## src/rtl/msw_pkg.sv

```systemverilog
package msw_pkg;
  typedef enum logic [1:0] {
    GEN_OLD = 2'd0,
    GEN_MID = 2'd1,
    GEN_NEW = 2'd2,
    GEN_NEW_ALT = 2'd3
  } gen_e;

  typedef enum logic {
    ST_IDLE  = 1'b0,
    ST_STORE = 1'b1
  } state_e;
endpackage

```

## src/rtl/msw_rst_sync.sv

```systemverilog
module msw_rst_sync #(
  parameter int STAGES = 2
) (
  input  logic clk,
  input  logic rst_n,
  output logic rst_sync_n
);
  logic [STAGES-1:0] chain_q;

  always_ff @(posedge clk or negedge rst_n) begin
    if (!rst_n) chain_q <= '0;
    else        chain_q <= {chain_q[STAGES-2:0], 1'b1};
  end

  assign rst_sync_n = chain_q[STAGES-1];
endmodule

```

## src/rtl/msw_store_fmt.sv

```systemverilog
module msw_store_fmt
  import msw_pkg::*;
#(
  parameter int W = 16
) (
  input  logic [W-1:0] word_i,
  input  gen_e         gen_i,
  output logic [W-1:0] fmt_o
);
  localparam logic [W-1:0] PAD_OLD = ~W'(16'h000F);
  localparam logic [W-1:0] PAD_MID = ~W'(16'h00FF);

  always_comb begin
    unique case (gen_i)
      GEN_OLD: fmt_o = word_i | PAD_OLD;
      GEN_MID: fmt_o = word_i | PAD_MID;
      default: fmt_o = word_i;
    endcase
  end
endmodule

```

## src/rtl/msw_load_merge.sv

```systemverilog
module msw_load_merge
  import msw_pkg::*;
#(
  parameter int W = 16
) (
  input  logic [W-1:0] old_i,
  input  logic [W-1:0] val_i,
  input  gen_e         gen_i,
  input  logic [1:0]   cpl_i,
  input  logic         vm_i,
  output logic         deny_o,
  output logic [W-1:0] new_o
);
  localparam int PE_BIT  = 0;
  localparam int ET_BIT  = 4;
  localparam int OLD_KEEP = 4;

  logic [W-1:0] with_pe;

  always_comb begin
    deny_o  = old_i[PE_BIT] && ((cpl_i != 2'd0) || vm_i);
    with_pe = val_i;
    with_pe[PE_BIT] = val_i[PE_BIT] | old_i[PE_BIT];
    if (gen_i == GEN_OLD) begin
      new_o = '0;
      new_o[OLD_KEEP-1:0] = with_pe[OLD_KEEP-1:0];
    end else begin
      new_o = with_pe;
      new_o[ET_BIT] = old_i[ET_BIT];
    end
  end
endmodule

```

## src/rtl/msw_unit.sv

```systemverilog
module msw_unit
  import msw_pkg::*;
#(
  parameter int W         = 16,
  parameter int STORE_LAT = 2
) (
  input  logic         clk,
  input  logic         rst_n,
  input  logic         start_i,
  input  logic         op_load_i,
  input  logic [15:0]  load_val_i,
  input  logic [1:0]   cpl_i,
  input  logic         vm_i,
  input  logic [1:0]   gen_i,
  output logic [15:0]  store_val_o,
  output logic [15:0]  word_o,
  output logic         pmode_o,
  output logic         fault_o,
  output logic         done_o
);
  localparam int CW = $clog2(STORE_LAT + 1);
  localparam logic [CW-1:0] CNT_INIT = CW'(STORE_LAT - 1);

  logic rst_s_n;

  state_e        state_q, state_d;
  logic [CW-1:0] cnt_q, cnt_d;
  gen_e          gen_q, gen_d;
  logic [W-1:0]  word_q, word_d;
  logic [W-1:0]  store_q, store_d;
  logic          pmode_q, pmode_d;
  logic          done_q, done_d;
  logic          fault_q, fault_d;
  logic          was_load_q, was_load_d;
  logic          word_en, store_en;

  logic          deny;
  logic [W-1:0]  merged;
  logic [W-1:0]  fmt;
  logic          accept;

  msw_rst_sync #(.STAGES(2)) u_rst (
    .clk        (clk),
    .rst_n      (rst_n),
    .rst_sync_n (rst_s_n)
  );

  msw_load_merge #(.W(W)) u_merge (
    .old_i  (word_q),
    .val_i  (W'(load_val_i)),
    .gen_i  (gen_e'(gen_i)),
    .cpl_i  (cpl_i),
    .vm_i   (vm_i),
    .deny_o (deny),
    .new_o  (merged)
  );

  msw_store_fmt #(.W(W)) u_fmt (
    .word_i (word_q),
    .gen_i  (gen_q),
    .fmt_o  (fmt)
  );

  assign accept = start_i && (state_q == ST_IDLE);

  always_comb begin
    state_d    = state_q;
    cnt_d      = cnt_q;
    gen_d      = gen_q;
    word_d     = word_q;
    store_d    = store_q;
    pmode_d    = pmode_q;
    was_load_d = was_load_q;
    done_d     = 1'b0;
    fault_d    = 1'b0;
    word_en    = 1'b0;
    store_en   = 1'b0;
    unique case (state_q)
      ST_IDLE: begin
        if (accept) begin
          was_load_d = op_load_i;
          if (op_load_i) begin
            if (deny) begin
              fault_d = 1'b1;
            end else begin
              word_en = 1'b1;
              word_d  = merged;
              pmode_d = merged[0];
              done_d  = 1'b1;
            end
          end else begin
            gen_d   = gen_e'(gen_i);
            cnt_d   = CNT_INIT;
            state_d = ST_STORE;
          end
        end
      end
      ST_STORE: begin
        if (cnt_q <= CW'(1)) begin
          store_en = 1'b1;
          store_d  = fmt;
          done_d   = 1'b1;
          state_d  = ST_IDLE;
        end else begin
          cnt_d = cnt_q - CW'(1);
        end
      end
      default: state_d = ST_IDLE;
    endcase
  end

  always_ff @(posedge clk or negedge rst_s_n) begin
    if (!rst_s_n) begin
      state_q    <= ST_IDLE;
      cnt_q      <= '0;
      gen_q      <= GEN_NEW;
      done_q     <= 1'b0;
      fault_q    <= 1'b0;
      was_load_q <= 1'b0;
    end else begin
      state_q    <= state_d;
      cnt_q      <= cnt_d;
      gen_q      <= gen_d;
      done_q     <= done_d;
      fault_q    <= fault_d;
      was_load_q <= was_load_d;
    end
  end

  always_ff @(posedge clk or negedge rst_s_n) begin
    if (!rst_s_n) begin
      word_q  <= '0;
      pmode_q <= 1'b0;
    end else if (word_en) begin
      word_q  <= word_d;
      pmode_q <= pmode_d;
    end
  end

  always_ff @(posedge clk or negedge rst_s_n) begin
    if (!rst_s_n)      store_q <= '0;
    else if (store_en) store_q <= store_d;
  end

  assign store_val_o = 16'(store_q);
  assign word_o      = 16'(word_q);
  assign pmode_o     = pmode_q;
  assign fault_o     = fault_q;
  assign done_o      = done_q;

  AST_DONE_FAULT_EXCL: assert property (@(posedge clk) disable iff (!rst_s_n)
    !(done_q && fault_q));
  AST_PE_STICKY: assert property (@(posedge clk) disable iff (!rst_s_n)
    word_q[0] |=> word_q[0]);
  AST_FAULT_KEEPS_WORD: assert property (@(posedge clk) disable iff (!rst_s_n)
    start_i && op_load_i && state_q == ST_IDLE && deny |=> fault_q && $stable(word_q));
  AST_PMODE_TRACKS: assert property (@(posedge clk) disable iff (!rst_s_n)
    done_q && was_load_q |-> pmode_q == word_q[0]);
  AST_BUSY_IGNORES: assert property (@(posedge clk) disable iff (!rst_s_n)
    state_q == ST_STORE |=> $stable(word_q));
  AST_OLD_GEN_LOAD: assert property (@(posedge clk) disable iff (!rst_s_n)
    accept && op_load_i && !deny && gen_i == 2'd0 |=> word_q[W-1:4] == '0);
endmodule

```

## config.mk

```make
export PLATFORM = sky130hd
export DESIGN_NAME = msw_unit
export DESIGN_NICKNAME = d
export VERILOG_FILES = /design/src/rtl/msw_pkg.sv /design/src/rtl/msw_rst_sync.sv /design/src/rtl/msw_store_fmt.sv /design/src/rtl/msw_load_merge.sv /design/src/rtl/msw_unit.sv
export SDC_FILE = /design/constraint.sdc
export NUM_CORES = 1
export LEC_CHECK = 0
export BUFFER_PORTS_ARGS = -buffer_cell sky130_fd_sc_hd__buf_2
export CAP_MARGIN = 10
export CORE_ASPECT_RATIO = 0.5
export CORE_MARGIN = 2
export CORE_UTILIZATION = 48
export CTS_CLUSTER_SIZE = 24
export DETAILED_ROUTE_END_ITERATION = 6
export PLACE_DENSITY = 0.77
export SYNTH_ARGS = -nofsm -noshare
export SYNTH_HDL_FRONTEND = slang
export SYNTH_SLANG_ARGS = --single-unit
```

## constraint.sdc

```tcl
create_clock -name clk -period 1.45 [get_ports clk]
set_input_delay 0.29 -clock clk [delete_from_list [all_inputs] [get_ports clk]]
set_output_delay 0.29 -clock clk [all_outputs]
set_load 0.01 [all_outputs]
```

======== Word-level counts from Yosys, hierarchy flattened ========
Cells that the tools add are included.
operators by class
  multiplexer cells ....................... 21
  add/subtract/negate cells ............... 1
  bitwise gates (word level) .............. 4
  eq/ne operators ......................... 4
  order comparisons ....................... 1
  reductions and logical operators ........ 10
operators with widths
  kind                   count
  $pmux W16 S2           1
  $mux W16               1
  $mux W1                13
  $reduce_and A3 Y1      3
  $mux W2                3
  $ne A2 B2 Y1 const B   3
  $reduce_and A5 Y1      1
  $logic_not A2 Y1       2
  $pmux W1 S2            2
  $pmux W2 S2            1
  $not A1 Y1             3
  $eq A2 B1 Y1 const B   1
  $le A2 B1 Y1 const B   1
  $logic_and A1 B1 Y1    2
  $reduce_bool A2 Y1     1
  $sub A2 B1 Y2 const B  1
  $logic_or A1 B1 Y1     1
  $or A1 B1 Y1           1
word-level totals
  input port bits ......................... 25
  bits in registers ....................... 41
  output and inout port bits .............. 35
  logic and storage cells ................. 50

======== Logic depth before layout (Yosys ltp) ========
Gate-level depths: netlist of run 1.
  word-level depth ........................ 8
  gate-level depth with buffers ........... 5
  depth with buffers taken out ............ 5

======== Cells and area by module ========
A second synthesis of run 1 with hierarchy kept.
unflattened totals
  cell total of the unflattened synthesis .. 129
  area total of the unflattened synthesis .. 1870.5 µm²
by module, submodules not included
  module          area an instance (µm²)  cells an instance  instances
  msw_unit        1545.2                  90                 1
  msw_load_merge  150.1                   19                 1
  msw_store_fmt   121.4                   17                 1
  msw_rst_sync    53.8                    3                  1

======== Worst setup path before layout of run 1 ========
OpenSTA, ideal clock, no wires.
  path type ............................... register to register
  start ................................... register cnt_q[0]
  end ..................................... register store_q[10] (netlist: store_val_o[10])
  buffers on the path ..................... 1
  path slack .............................. -0.118 ns
  required time ........................... 1.325 ns
  cell stages (with the launch flop) ...... 5
  library setup time ...................... 0.125 ns
  clock period less this slack ............ 1.568 ns
  arrival time ............................ 1.443 ns
  cells stage by stage .................... dfrtp_1 -> ha_1 -> o21ai_2 -> buf_4 -> mux2_2
between the ends
  word-level cells in the longest chain between the ends .. 4
ends and longest elaborated chain
  element                        line             text
  start: declaration             msw_unit.sv:27   logic [CW-1:0] cnt_q, cnt_d;
  start signal: assignment       msw_unit.sv:122  cnt_q <= cnt_d;
  $le A2 B1 Y1 *                 msw_unit.sv:99   if (cnt_q <= CW'(1)) begin
  $mux W1                        msw_unit.sv:99
  $mux W1                        msw_unit.sv:78   unique case (state_q)
  $reduce_and A3 Y1 (no line) *  n/a
  end signal: assignment         msw_unit.sv:142  else if (store_en) store_q <= store_d;
  end: declaration               msw_unit.sv:30   logic [W-1:0] store_q, store_d;
Every way passes the cells marked *; elsewhere a longest branch is shown, timed or not.
A chain may end at the register's enable or synchronous reset.

======== Final worst setup path of run 1 ========
  start ................................... register cnt_q[0]
  end ..................................... register store_q[15] (netlist: store_val_o[15])
Same word-level chain as after synthesis.

==> run metrics, run 1 <==
status=finished clean; CP max FO=17; Leak=1.098 nW; DP Cell Count=246; # rows=15; FF-to-FF setup slack=0.05 ns; TNS Setup=0 ns; sequential fraction of the synthesis area=59.55%; DRT iter0 DRCs=21; Startpoint Class=flop; VDD IR max=0.6156 mV; I/O Pins=60; Reg-to-Reg Start=cnt_q[0]; WL final=3427 microns; Vias/cell=4.829; DRT Pass-1 Iters=4; Synth Register Bits=40; CTS H-tree depth=2; CTS tree=yes; hold_ws=0.1973 ns; GRT overflow=0; Root Driver=clkbuf_8; average wire per standard cell=13.28 microns; post-layout minimum cycle time=1.400 ns; Power Density=1512 nW/um^2; crit path capture type=flop; endpoints failing setup=0; switching component of the power=0.001015 W; NumNets Final=233; Post-Syn Area per Cell=11.94 sq um; Port Buffers=57; Sw Ratio=30.79%; number of diodes=0; GPL Wtd Cong=0.7395; Starting Density=49.54%; RR Endpoint=store_val_o[15]; Syn. warnings=0; Worst R2R Path Depth=4; area grow syn2layout=29.52%; die height=45.87 microns; combinational share of power=30.0%; Post-Synthesis Cell Area=1683 sq um; initial antenna violation count=0; DR vias=1246; DPL Wire Length=2467 microns; Sequential Power Share=49.3%; All-Layer GR Usage=18.27%; die area=4024 sq um; clk sinks=40; Reg clk slew, reported paths=0.07 ns; Synth Instances=141; largest net degree at the start of global routing=21; residual DRC count=0; WS Path Type=flop to flop; DRT antenna net count=0; fmax=714.5 MHz; TritonCTS Buffers=5; Final Hold Viols=0; syn_nets=167; global-route wire length before repair=5168 microns; required time of the worst setup path=1.63 ns; HP Class=flop to async pin; internal power=0.002282 W; RSZ-0062 raised after global routing=false; Post-Route Skew=0.008187 ns; Max Buffers Root-to-Sink=2; clk_lat worst skew=0.29 ns; Clk pwr share=20.7%; WP data arrival=1.58 ns; share of layout cells above drive strength 1=48.31%; core area=3397 sq um; Fill cells=273; max-slew violation count=0; post-route insts no fill=258; Synth cell types=27; Tcrit/Tclk final=96.52%; Horiz. Die Dim=87.74 microns; number of global-route vias before repair=1140; max cap viols=0
## synth_stat cells
library cell,n,share of area (%)
nand2b_1,8,3.0
nor3_1,2,0.59
ha_1,1,0.74
nor3b_1,2,0.89
buf_2,1,0.30
dfrtp_1,39,58
o21bai_1,1,0.45
dfstp_2,1,1.6
buf_6,2,1.3
o21ai_2,1,0.52
and3b_1,1,0.52
clkbuf_1,2,0.45
a21oi_1,1,0.30
o31a_1,1,0.52
mux2_2,15,10
conb_1,2,0.45
or2_1,1,0.37
nor2_1,5,1.1
buf_4,6,2.7
mux2_4,3,2.7
or2_2,2,0.74
inv_1,6,1.3
o21ai_0,13,3.9
nand3b_1,1,0.45
mux2i_1,3,1.8
nand2_1,12,2.7
o21ai_1,9,2.7
## sequential cells by signal, summed over array words and instances, names as in the netlist
register and flops:
fault_o 1, word_o 15, done_o 1, state_q 1, gen_q 2, cnt_q 2
store_val_o 16, u_rst.chain_q 2
## through the flow
stage / area, sq um / util (%) / power, W / worst slack [ns]
finish: 2180 / 64.16 / 0.003296 / 0.05041
global route: 2180 / 64.16 / 0.003520 / 0.002998
CTS: 2145 / 63.13 / 0.003323 / 0.01233
detailed placement: 2057 / 60.55 / 0.002634 / -0.03790
global placement: 2057 / 60.55 / 0.002592 / -0.009392
floorplan: 1707 / - / 0.002225 / 0.001746
## area by class of cell
class / count / area, sq um / area share [%]
Sequential cell: 40 / 1002 / 45.98
Multi-Input combinational cell: 84 / 603.1 / 27.67
Timing Repair Buffer: 70 / 410.4 / 18.83
Clock buffer: 6 / 72.57 / 3.330
Tap cell: 51 / 63.81 / 2.928
Inverter: 6 / 22.52 / 1.033
Clock inverter: 1 / 5.005 / 0.2296
## per-layer routing
layer	track usage, %	wire length [microns]	vias to the layer above
met1	22.40	1416	614
met4	6.769	44	0
met2	28.33	1778	37
li1	-	-	591
met5	0	0	-
met3	9.058	188	4
## cells in the final DEF, fill, tap and decap left out
master	synthesis	final
dfstp_2	1	1
inv_1	6	5
conb_1	2	2
o21ai_4	0	1
o31a_1	1	1
nor3b_2	0	1
o21ai_0	13	13
buf_4	6	10
mux2_2	15	15
ha_4	0	1
clkbuf_8	0	5
or2_2	2	2
o21ai_1	9	9
or2_1	1	1
dlygate4sd3_1	0	1
buf_12	0	2
inv_2	0	1
mux2_4	3	3
buf_2	1	57
nor3b_1	2	1
dfrtp_1	39	39
nand2b_1	8	8
o21bai_1	1	1
nand2_1	12	12
clkbuf_1	2	1
mux2i_1	3	3
a21oi_1	1	1
clkinv_2	0	1
and3b_1	1	1
nor3_1	2	2
nor2_1	5	5
nand3b_1	1	1
## power groups by stage
stage               Clock [W]  Combinational (W)  Sequential [W]
floorplan                   0           0.000447         0.00178
global placement            0           0.000950         0.00164
detailed placement          0           0.000984         0.00165
CTS                  0.000705           0.000989         0.00163
global route         0.000753            0.00109         0.00168
finish               0.000683           0.000988         0.00163
## how the worst max path moves through the flow
| stage | startpoint | to | cells after the start |
|---|---|---|---|
| floorplan | cnt_q[0] | store_val_o[10] | 4 |
| global placement | cpl_i[1] | word_o[5] | 5 |
| detailed placement | cpl_i[1] | word_o[6] | 5 |
| CTS | cnt_q[0] | store_val_o[15] | 4 |
| global route | cnt_q[1] | store_val_o[15] | 5 |
| finish | cnt_q[0] | store_val_o[15] | 4 |
## cells by family (layout without fill, tap and decap cells)
kind of cell / count (synthesis) / in the layout / share of synthesized area (%)
simple gates: 34 / 34 / 10.33
buf+inv: 17 / 83 / 6.096
fa+ha+maj: 1 / 1 / 0.7434
flops: 40 / 40 / 59.55
mux: 21 / 21 / 14.50
compound gates: 26 / 26 / 8.327
other cells: 2 / 2 / 0.4463
## repair_timing
item / 4_1_cts / 5_1_grt
endpoints found under the hold margin: 2 / 0
buffers inserted: 0 / 4
endpoints found under the setup margin: 0 / 14
resized for setup: 0 / 1
hold buffers: 1 / 0
## worst max-delay path, cell delays in order (launching register included)
cell     delay [ns]
dfrtp_1        0.41
ha_4           0.19
o21ai_4        0.16
buf_12         0.17
mux2_2         0.34
Note: power is estimated with default switching activity, not from simulation.
==> inputs of run 2 (changes only) <==
--- a/config.mk
+++ b/config.mk
@@ -5,14 +5,17 @@
 export SDC_FILE = /design/constraint.sdc
 export NUM_CORES = 1
 export LEC_CHECK = 0
+export ABC_AREA = 1
 export BUFFER_PORTS_ARGS = -buffer_cell sky130_fd_sc_hd__buf_2
 export CAP_MARGIN = 10
 export CORE_ASPECT_RATIO = 0.5
 export CORE_MARGIN = 2
-export CORE_UTILIZATION = 48
+export CORE_UTILIZATION = 51
+export CTS_BUF_LIST = sky130_fd_sc_hd__clkbuf_8
 export CTS_CLUSTER_SIZE = 24
 export DETAILED_ROUTE_END_ITERATION = 6
-export PLACE_DENSITY = 0.77
+export HOLD_SLACK_MARGIN = 0.1
+export PLACE_DENSITY = 0.8
 export SYNTH_ARGS = -nofsm -noshare
 export SYNTH_HDL_FRONTEND = slang
 export SYNTH_SLANG_ARGS = --single-unit
==> run 2 against run 1 <==
Clock skew is 0.0045 ns lower. Worst hold slack worse by 0.011 ns. Setup slack better by 0.11 ns. Area after synthesis is 5.1% higher. Total power is 15% lower. Critical endpoint is now store_val_o[14]. Cell count is 21% higher. Synthesized cell count is 45% higher. Highest routed layer unchanged. Cell area stayed put. Register-to-register slack better by 0.11 ns. Global-route usage is 3.0 points higher. Largest power group unchanged. Sequential power is 13% lower. Critical path depth is 3 higher.
==> run metrics, run 2 <==
Port Buffers=57; GRT overflow=0; GPL Wtd Cong=0.7915; DRT Pass-1 Iters=4; Vias/cell=4.846; sequential fraction of the synthesis area=56.65%; CTS H-tree depth=2; max-slew violation count=0; Final Hold Viols=0; Top FF cell, synth=dfrtp_1; DP Cell Count=300; Root Driver=clkbuf_8; residual DRC count=0; DR vias=1507; max FFs per register=16; max cap viols=0; Reg clk slew, reported paths=0.08 ns; DPL Wire Length=2671 microns; largest family of logic cells by synthesized area=simple AND/OR/NAND/NOR gates; TritonCTS Buffers=5; Synth async-reset ratio=100.0%; share of layout cells above drive strength 1=29.37%; Max Buffers Root-to-Sink=2; EDFF count, synth=0; WP data arrival=1.53 ns; VDD IR max=0.6070 mV; # rows=15; xor and xnor area share after synthesis=0%; CTS tree=yes; crit path capture type=flop; Horiz. Die Dim=87.30 microns; status=finished clean; Syn. warnings=0; post-CTS sizing=0; RSZ-0062 raised after global routing=false; number of global-route vias before repair=1384; synth top area cells=dfrtp_1 55%, nand2_1 16%, nand3_1 4.8%, inv_1 4.2%, nor2_1 4.0%; Tcrit/Tclk final=88.99%; Startpoint Class=flop; most frequent cells after synthesis=75 x nand2_1, 39 x dfrtp_1, 20 x inv_1, 19 x nor2_1, 17 x nand3_1; WL final=3880 microns; initial antenna violation count=0; DRT antenna net count=0; All-Layer GR Usage=21.29%; syn_nets=231; global-route wire length before repair=6106 microns; Synth Register Bits=40; post-synth top area cell=dfrtp_1; Post-Route Skew=0.003664 ns; die area=3985 sq um; largest net degree at the start of global routing=39; die height=45.65 microns; Starting Density=52.37%; HP Class=input pin to flop; area grow syn2layout=23.20%; Leak=1.352 nW; DRT iter0 DRCs=68; endpoints failing setup=0; clk sinks=40; fmax=775.0 MHz; post-route insts no fill=311; required time of the worst setup path=1.69 ns; core area=3378 sq um; simple-gate area share of the yosys netlist=27.44%; clk_lat worst skew=0.30 ns; Power Density=1285 nW/um^2; Post-Synthesis Cell Area=1769 sq um; CP max FO=6; number of diodes=0; most frequent cells in the layout=75 x nand2_1, 57 x buf_2, 39 x dfrtp_1; Synth Instances=205; post-synth top area share=55.16%; TNS Setup=0 ns; WS Path Type=flop to flop; most frequent cell after synthesis=nand2_1; average wire per standard cell=12.48 microns; Compound-Gate Fraction of Synth Area=4.597%; commonest non-fill, non-tap cell in the layout=nand2_1; I/O Pins=60; Synth cell types=19; hold_ws=0.1861 ns; multiplexer share of the synthesized area=0%; adder-cell share of the synthesized area=0.7072%; NumNets Final=294; Post-Syn Area per Cell=8.630 sq um; post-layout minimum cycle time=1.290 ns
==> run 2: cell types whose count changed in the layout (fill, tap and decap cells not counted), sizes merged, moves of 2 or more <==
cell	previous run	this run
nand3	0	17
nor2	5	20
o21ai	23	12
inv	6	24
nand2	12	77
buf	69	66
or2	3	0
mux2	18	0
nor3b	2	0
nand2b	8	0
mux2i	3	0
==> run 2: worst max-delay path: stages, from the launching register on <==
cell and delay [ns]:
dfrtp_1 0.39, inv_1 0.06, ha_1 0.13, inv_1 0.07, a21oi_4 0.23, buf_4 0.18, o21ai_0 0.09, nand2_1 0.07
==> run 2: metrics by stage <==
step	util (%)	instance area [sq um]	setup WS, ns	power [W]
global route	64.52	2180	0.04392	0.002956
detailed placement	61.11	2064	0.06722	0.002059
floorplan	-	1769	0.1708	0.001795
finish	64.52	2180	0.1597	0.002801
global placement	61.11	2064	0.1256	0.002031
CTS	64.07	2165	0.05660	0.002818
==> run 2: cell type report <==
class	count	area, sq um
Multi-Input combinational cell	132	586.8
Sequential cell	40	1002
Inverter	22	85.08
Fill cell	294	1199
Tap cell	42	52.55
Timing Repair Buffer	67	362.8
Clock inverter	2	7.507
Clock buffer	6	82.58
==> run 2: path summary, 6_finish.rpt <==
kind,cells after the start,start,slack [ns],endpoint
setup / recovery,7,cnt_q[1],0.16,store_val_o[14]
setup reg to reg,7,cnt_q[1],0.16,store_val_o[14]
hold reg to reg,1,u_rst.chain_q[1],0.28,word_o[0]
min in group asynchronous,1,u_rst.chain_q[1],0.28,word_o[0]
hold / removal,3,load_val_i[0],0.19,word_o[0]
max in group asynchronous,1,u_rst.chain_q[1],0.81,gen_q[1]
==> run 2: where the power goes <==
group	internal (W)	switching, W	total [W]
Clock	0.000374	0.000388	0.000763
Sequential	0.00131	0.000114	0.00142
Combinational	0.000251	0.000363	0.000614
Total	0.00194	0.000865	0.00280
==> run 2: logic make-up (layout without fill, tap and decap cells) <==
logic type | after synthesis | count (layout)
flip-flops | 40 | 40
AND/OR/NAND/NOR | 115 | 115
buffers and inverters | 33 | 97
other | 2 | 2
adder cells (fa/ha/maj) | 1 | 1
AO/OA/AOI/OAI | 14 | 14
==> run 2: what timing repair did <==
item                                   in CTS  in global routing
endpoints found under the hold margin       2                  0
hold buffers                                1                  0
setup buffers                               0                  2
setup endpoints to repair                   0                 13
==> run 2: metal layers <==
metal	vias up	track usage (%)	wire length (microns)
met4	0	12.62	67
li1	742	-	-
met2	42	34.09	1856
met1	717	26.29	1746
met3	6	6.341	210
met5	-	0	0
==> inputs of run 3 (changes only) <==
--- a/config.mk
+++ b/config.mk
@@ -5,12 +5,11 @@
 export SDC_FILE = /design/constraint.sdc
 export NUM_CORES = 1
 export LEC_CHECK = 0
-export ABC_AREA = 1
 export BUFFER_PORTS_ARGS = -buffer_cell sky130_fd_sc_hd__buf_2
 export CAP_MARGIN = 10
 export CORE_ASPECT_RATIO = 0.5
 export CORE_MARGIN = 2
-export CORE_UTILIZATION = 51
+export CORE_UTILIZATION = 52
 export CTS_BUF_LIST = sky130_fd_sc_hd__clkbuf_8
 export CTS_CLUSTER_SIZE = 24
 export DETAILED_ROUTE_END_ITERATION = 6
@@ -18,4 +17,5 @@
 export PLACE_DENSITY = 0.8
 export SYNTH_ARGS = -nofsm -noshare
 export SYNTH_HDL_FRONTEND = slang
+export SYNTH_HIERARCHICAL = 1
 export SYNTH_SLANG_ARGS = --single-unit
==> run 3 against run 2 <==
Cell area increased by 12%. Critical path depth down 3. Sequential power is 32% higher. Clock power is 9.4% lower. Register-to-register slack worse by 0.15 ns. Total power is 50% higher. Global-route usage down 3.7 points. Combinational power rose to 2.7 times the previous value. Worst hold slack improved by 0.021 ns. Sequential share of layout area shrank 3.8 points. Critical path type unchanged. Largest power group unchanged.
==> run metrics, run 3 <==
status=finished clean; hold_ws=0.2066 ns; WS Path Type=flop to flop; share of layout cells above drive strength 1=61.73%; fin worst setup slack=0.01299 ns; GPL Wtd Cong=0.7063; FF-to-FF setup slack=0.01 ns; post-layout minimum cycle time=1.437 ns; Final Hold Viols=0; Syn. warnings=6; clk sinks=41; RSZ-0062 raised after global routing=true; Port Buffers=58; die area=4122 sq um; TritonCTS Buffers=5; Synth async-reset ratio=100.0%; most frequent cells in the layout=58 x buf_2, 39 x dfrtp_1, 26 x mux2_4; placed inst area=2202 sq um; Synth Register Bits=41; max cap viols=0; Top FF cell, synth=dfrtp_1; NumNets Final=221; syn_nets=155; Post-Route Skew=0.008858 ns; Max Buffers Root-to-Sink=2; area grow syn2layout=30.30%; Startpoint Class=flop; Synth cell types=22; EDFF count, synth=0; HP Class=flop to async pin; Post-Syn Area per Cell=14.50 sq um; I/O Pins=60; Fill cells=243; DRT antenna net count=0; Leak=1.196 nW; Tcrit/Tclk final=99.10%; Finished Cell Area=2437 sq um; number of global-route vias before repair=1139; core area=3435 sq um; Horiz. Die Dim=88.82 microns; Synth Instances=129; residual DRC count=0; DRT Pass-1 Iters=4; average wire per standard cell=14.56 microns; Vias/cell=4.830; largest net degree at the start of global routing=21; commonest non-fill, non-tap cell in the layout=buf_2; DRT iter0 DRCs=50; sequential fraction of the synthesis area=54.92%; All-Layer GR Usage=17.55%; FF+latch area=1028 sq um; DR vias=1193; max-slew violation count=0; die height=46.41 microns; # rows=15; post-synth top area cell=dfrtp_1; crit path capture type=flop; most frequent cells after synthesis=40 x dfrtp_1, 26 x mux2_2, 12 x o21a_1, 9 x mux2_4, 9 x nand2b_1; CTS H-tree depth=2; required time of the worst setup path=1.63 ns; number of diodes=0; RR Endpoint=word_o[5]; CTS tree=yes; synth top area cells=dfrtp_1 54%, mux2_2 16%, mux2_4 7.2%, o21a_1 4.8%, buf_4 3.2%; Reg-to-Reg Start=word_o[0]; area of the multi-input gates=787.0 sq um; Post-Synthesis Cell Area=1871 sq um; VDD IR max=0.7524 mV; Reg clk slew, reported paths=0.08 ns; WP data arrival=1.62 ns; DPL Wire Length=2460 microns; Starting Density=54.46%; endpoints failing setup=0; initial antenna violation count=0; global-route wire length before repair=5085 microns; Root Driver=clkbuf_8; WL final=3597 microns; Post-Place Setup Slack=-0.2040 ns; Power Density=1719 nW/um^2; Worst R2R Path Depth=4; most frequent cell after synthesis=dfrtp_1; CP max FO=6; GRT overflow=0; clk_lat worst skew=0.29 ns; post-synth top area share=53.51%; final core utilization=70.97%; fmax=695.9 MHz
-- run 3: changes by cell type after synthesis, moves of 9 or more --
cell | previous run | this run
nand2_1 | 75 | 1
nand2b_1 | 0 | 9
mux2_2 | 0 | 26
nor2_1 | 19 | 0
nand3_1 | 17 | 0
inv_1 | 20 | 2
o21a_1 | 0 | 12
mux2_4 | 0 | 9
o21ai_0 | 12 | 0
-- run 3: final cells by class --
| type | instances | area share [%] |
|---|---|---|
| clock buffers | 5 | 2.823 |
| well taps | 51 | 2.618 |
| flip-flops and latches | 41 | 42.20 |
| clock inverters | 3 | 0.5133 |
| inverters | 2 | 0.3080 |
| repair buffers | 73 | 19.25 |
| multi-input cells | 72 | 32.29 |
-- run 3: power breakdown --
group          switching [W]  total, W  internal [W]
clock               0.000367  0.000691      0.000324
sequential          0.000289   0.00187       0.00158
combinational       0.000629   0.00163      0.000997
total                0.00129   0.00419       0.00291
-- run 3: logic make-up (layout without fill, tap and decap cells) --
| kind of cell | count (synthesis) | in the layout | synth area share (%) |
|---|---|---|---|
| buffers and inverters | 16 | 83 | 7.692 |
| multiplexers | 35 | 35 | 22.88 |
| AO/OA/AOI/OAI | 18 | 18 | 7.358 |
| adder cells (fa/ha/maj) | 1 | 1 | 0.6688 |
| AND/OR/NAND/NOR | 17 | 17 | 6.287 |
| flip-flops | 41 | 41 | 54.92 |
| other | 1 | 1 | 0.2005 |
-- run 3: worst max-delay path, stage by stage, from the launching register on --
cell	delay, ns
dfrtp_1	0.38
o31a_1	0.12
and4bb_4	0.37
clkbuf_16	0.17
mux2_4	0.30
-- run 3: routing by layer --
metal  track usage, %  wire length, microns  up-vias
met2            31.19                  1668       30
li1                 -                     -      568
met3            5.376                   137        9
met1            19.91                  1708      586
met5                0                     0        -
met4            8.182                    81        0
-- run 3: worst max-delay path by stage --
| stage | start | to | slack [ns] |
|---|---|---|---|
| finish | word_o[0] | word_o[5] | 0.01 |
| global placement | cpl_i[1] | word_o[10] | -0.17 |
| CTS | word_o[0] | word_o[9] | -0.0005 |
| detailed placement | cpl_i[1] | word_o[9] | -0.20 |
| floorplan | cpl_i[1] | word_o[0] | -0.05 |
| global route | word_o[0] | word_o[4] | -0.03 |
-- run 3: metrics by stage --
stage                     setup TNS [ns]  power [W]  instances
final                                  0   0.004191        247
after global routing             -0.4043   0.004453        247
after CTS                     -0.0005373   0.004052        242
after detailed placement          -2.833   0.003354        233
after global placement            -2.466   0.003283        233
after floorplan                  -0.4859   0.002826        129
-- run 3: timing repair --
action	in CTS	in global routing
hold buffers	1	0
pin swaps	0	2
endpoints found under the hold margin	2	0
resized for setup	0	20
gates cloned	0	2
endpoints found under the setup margin	1	27
buffers inserted	0	3
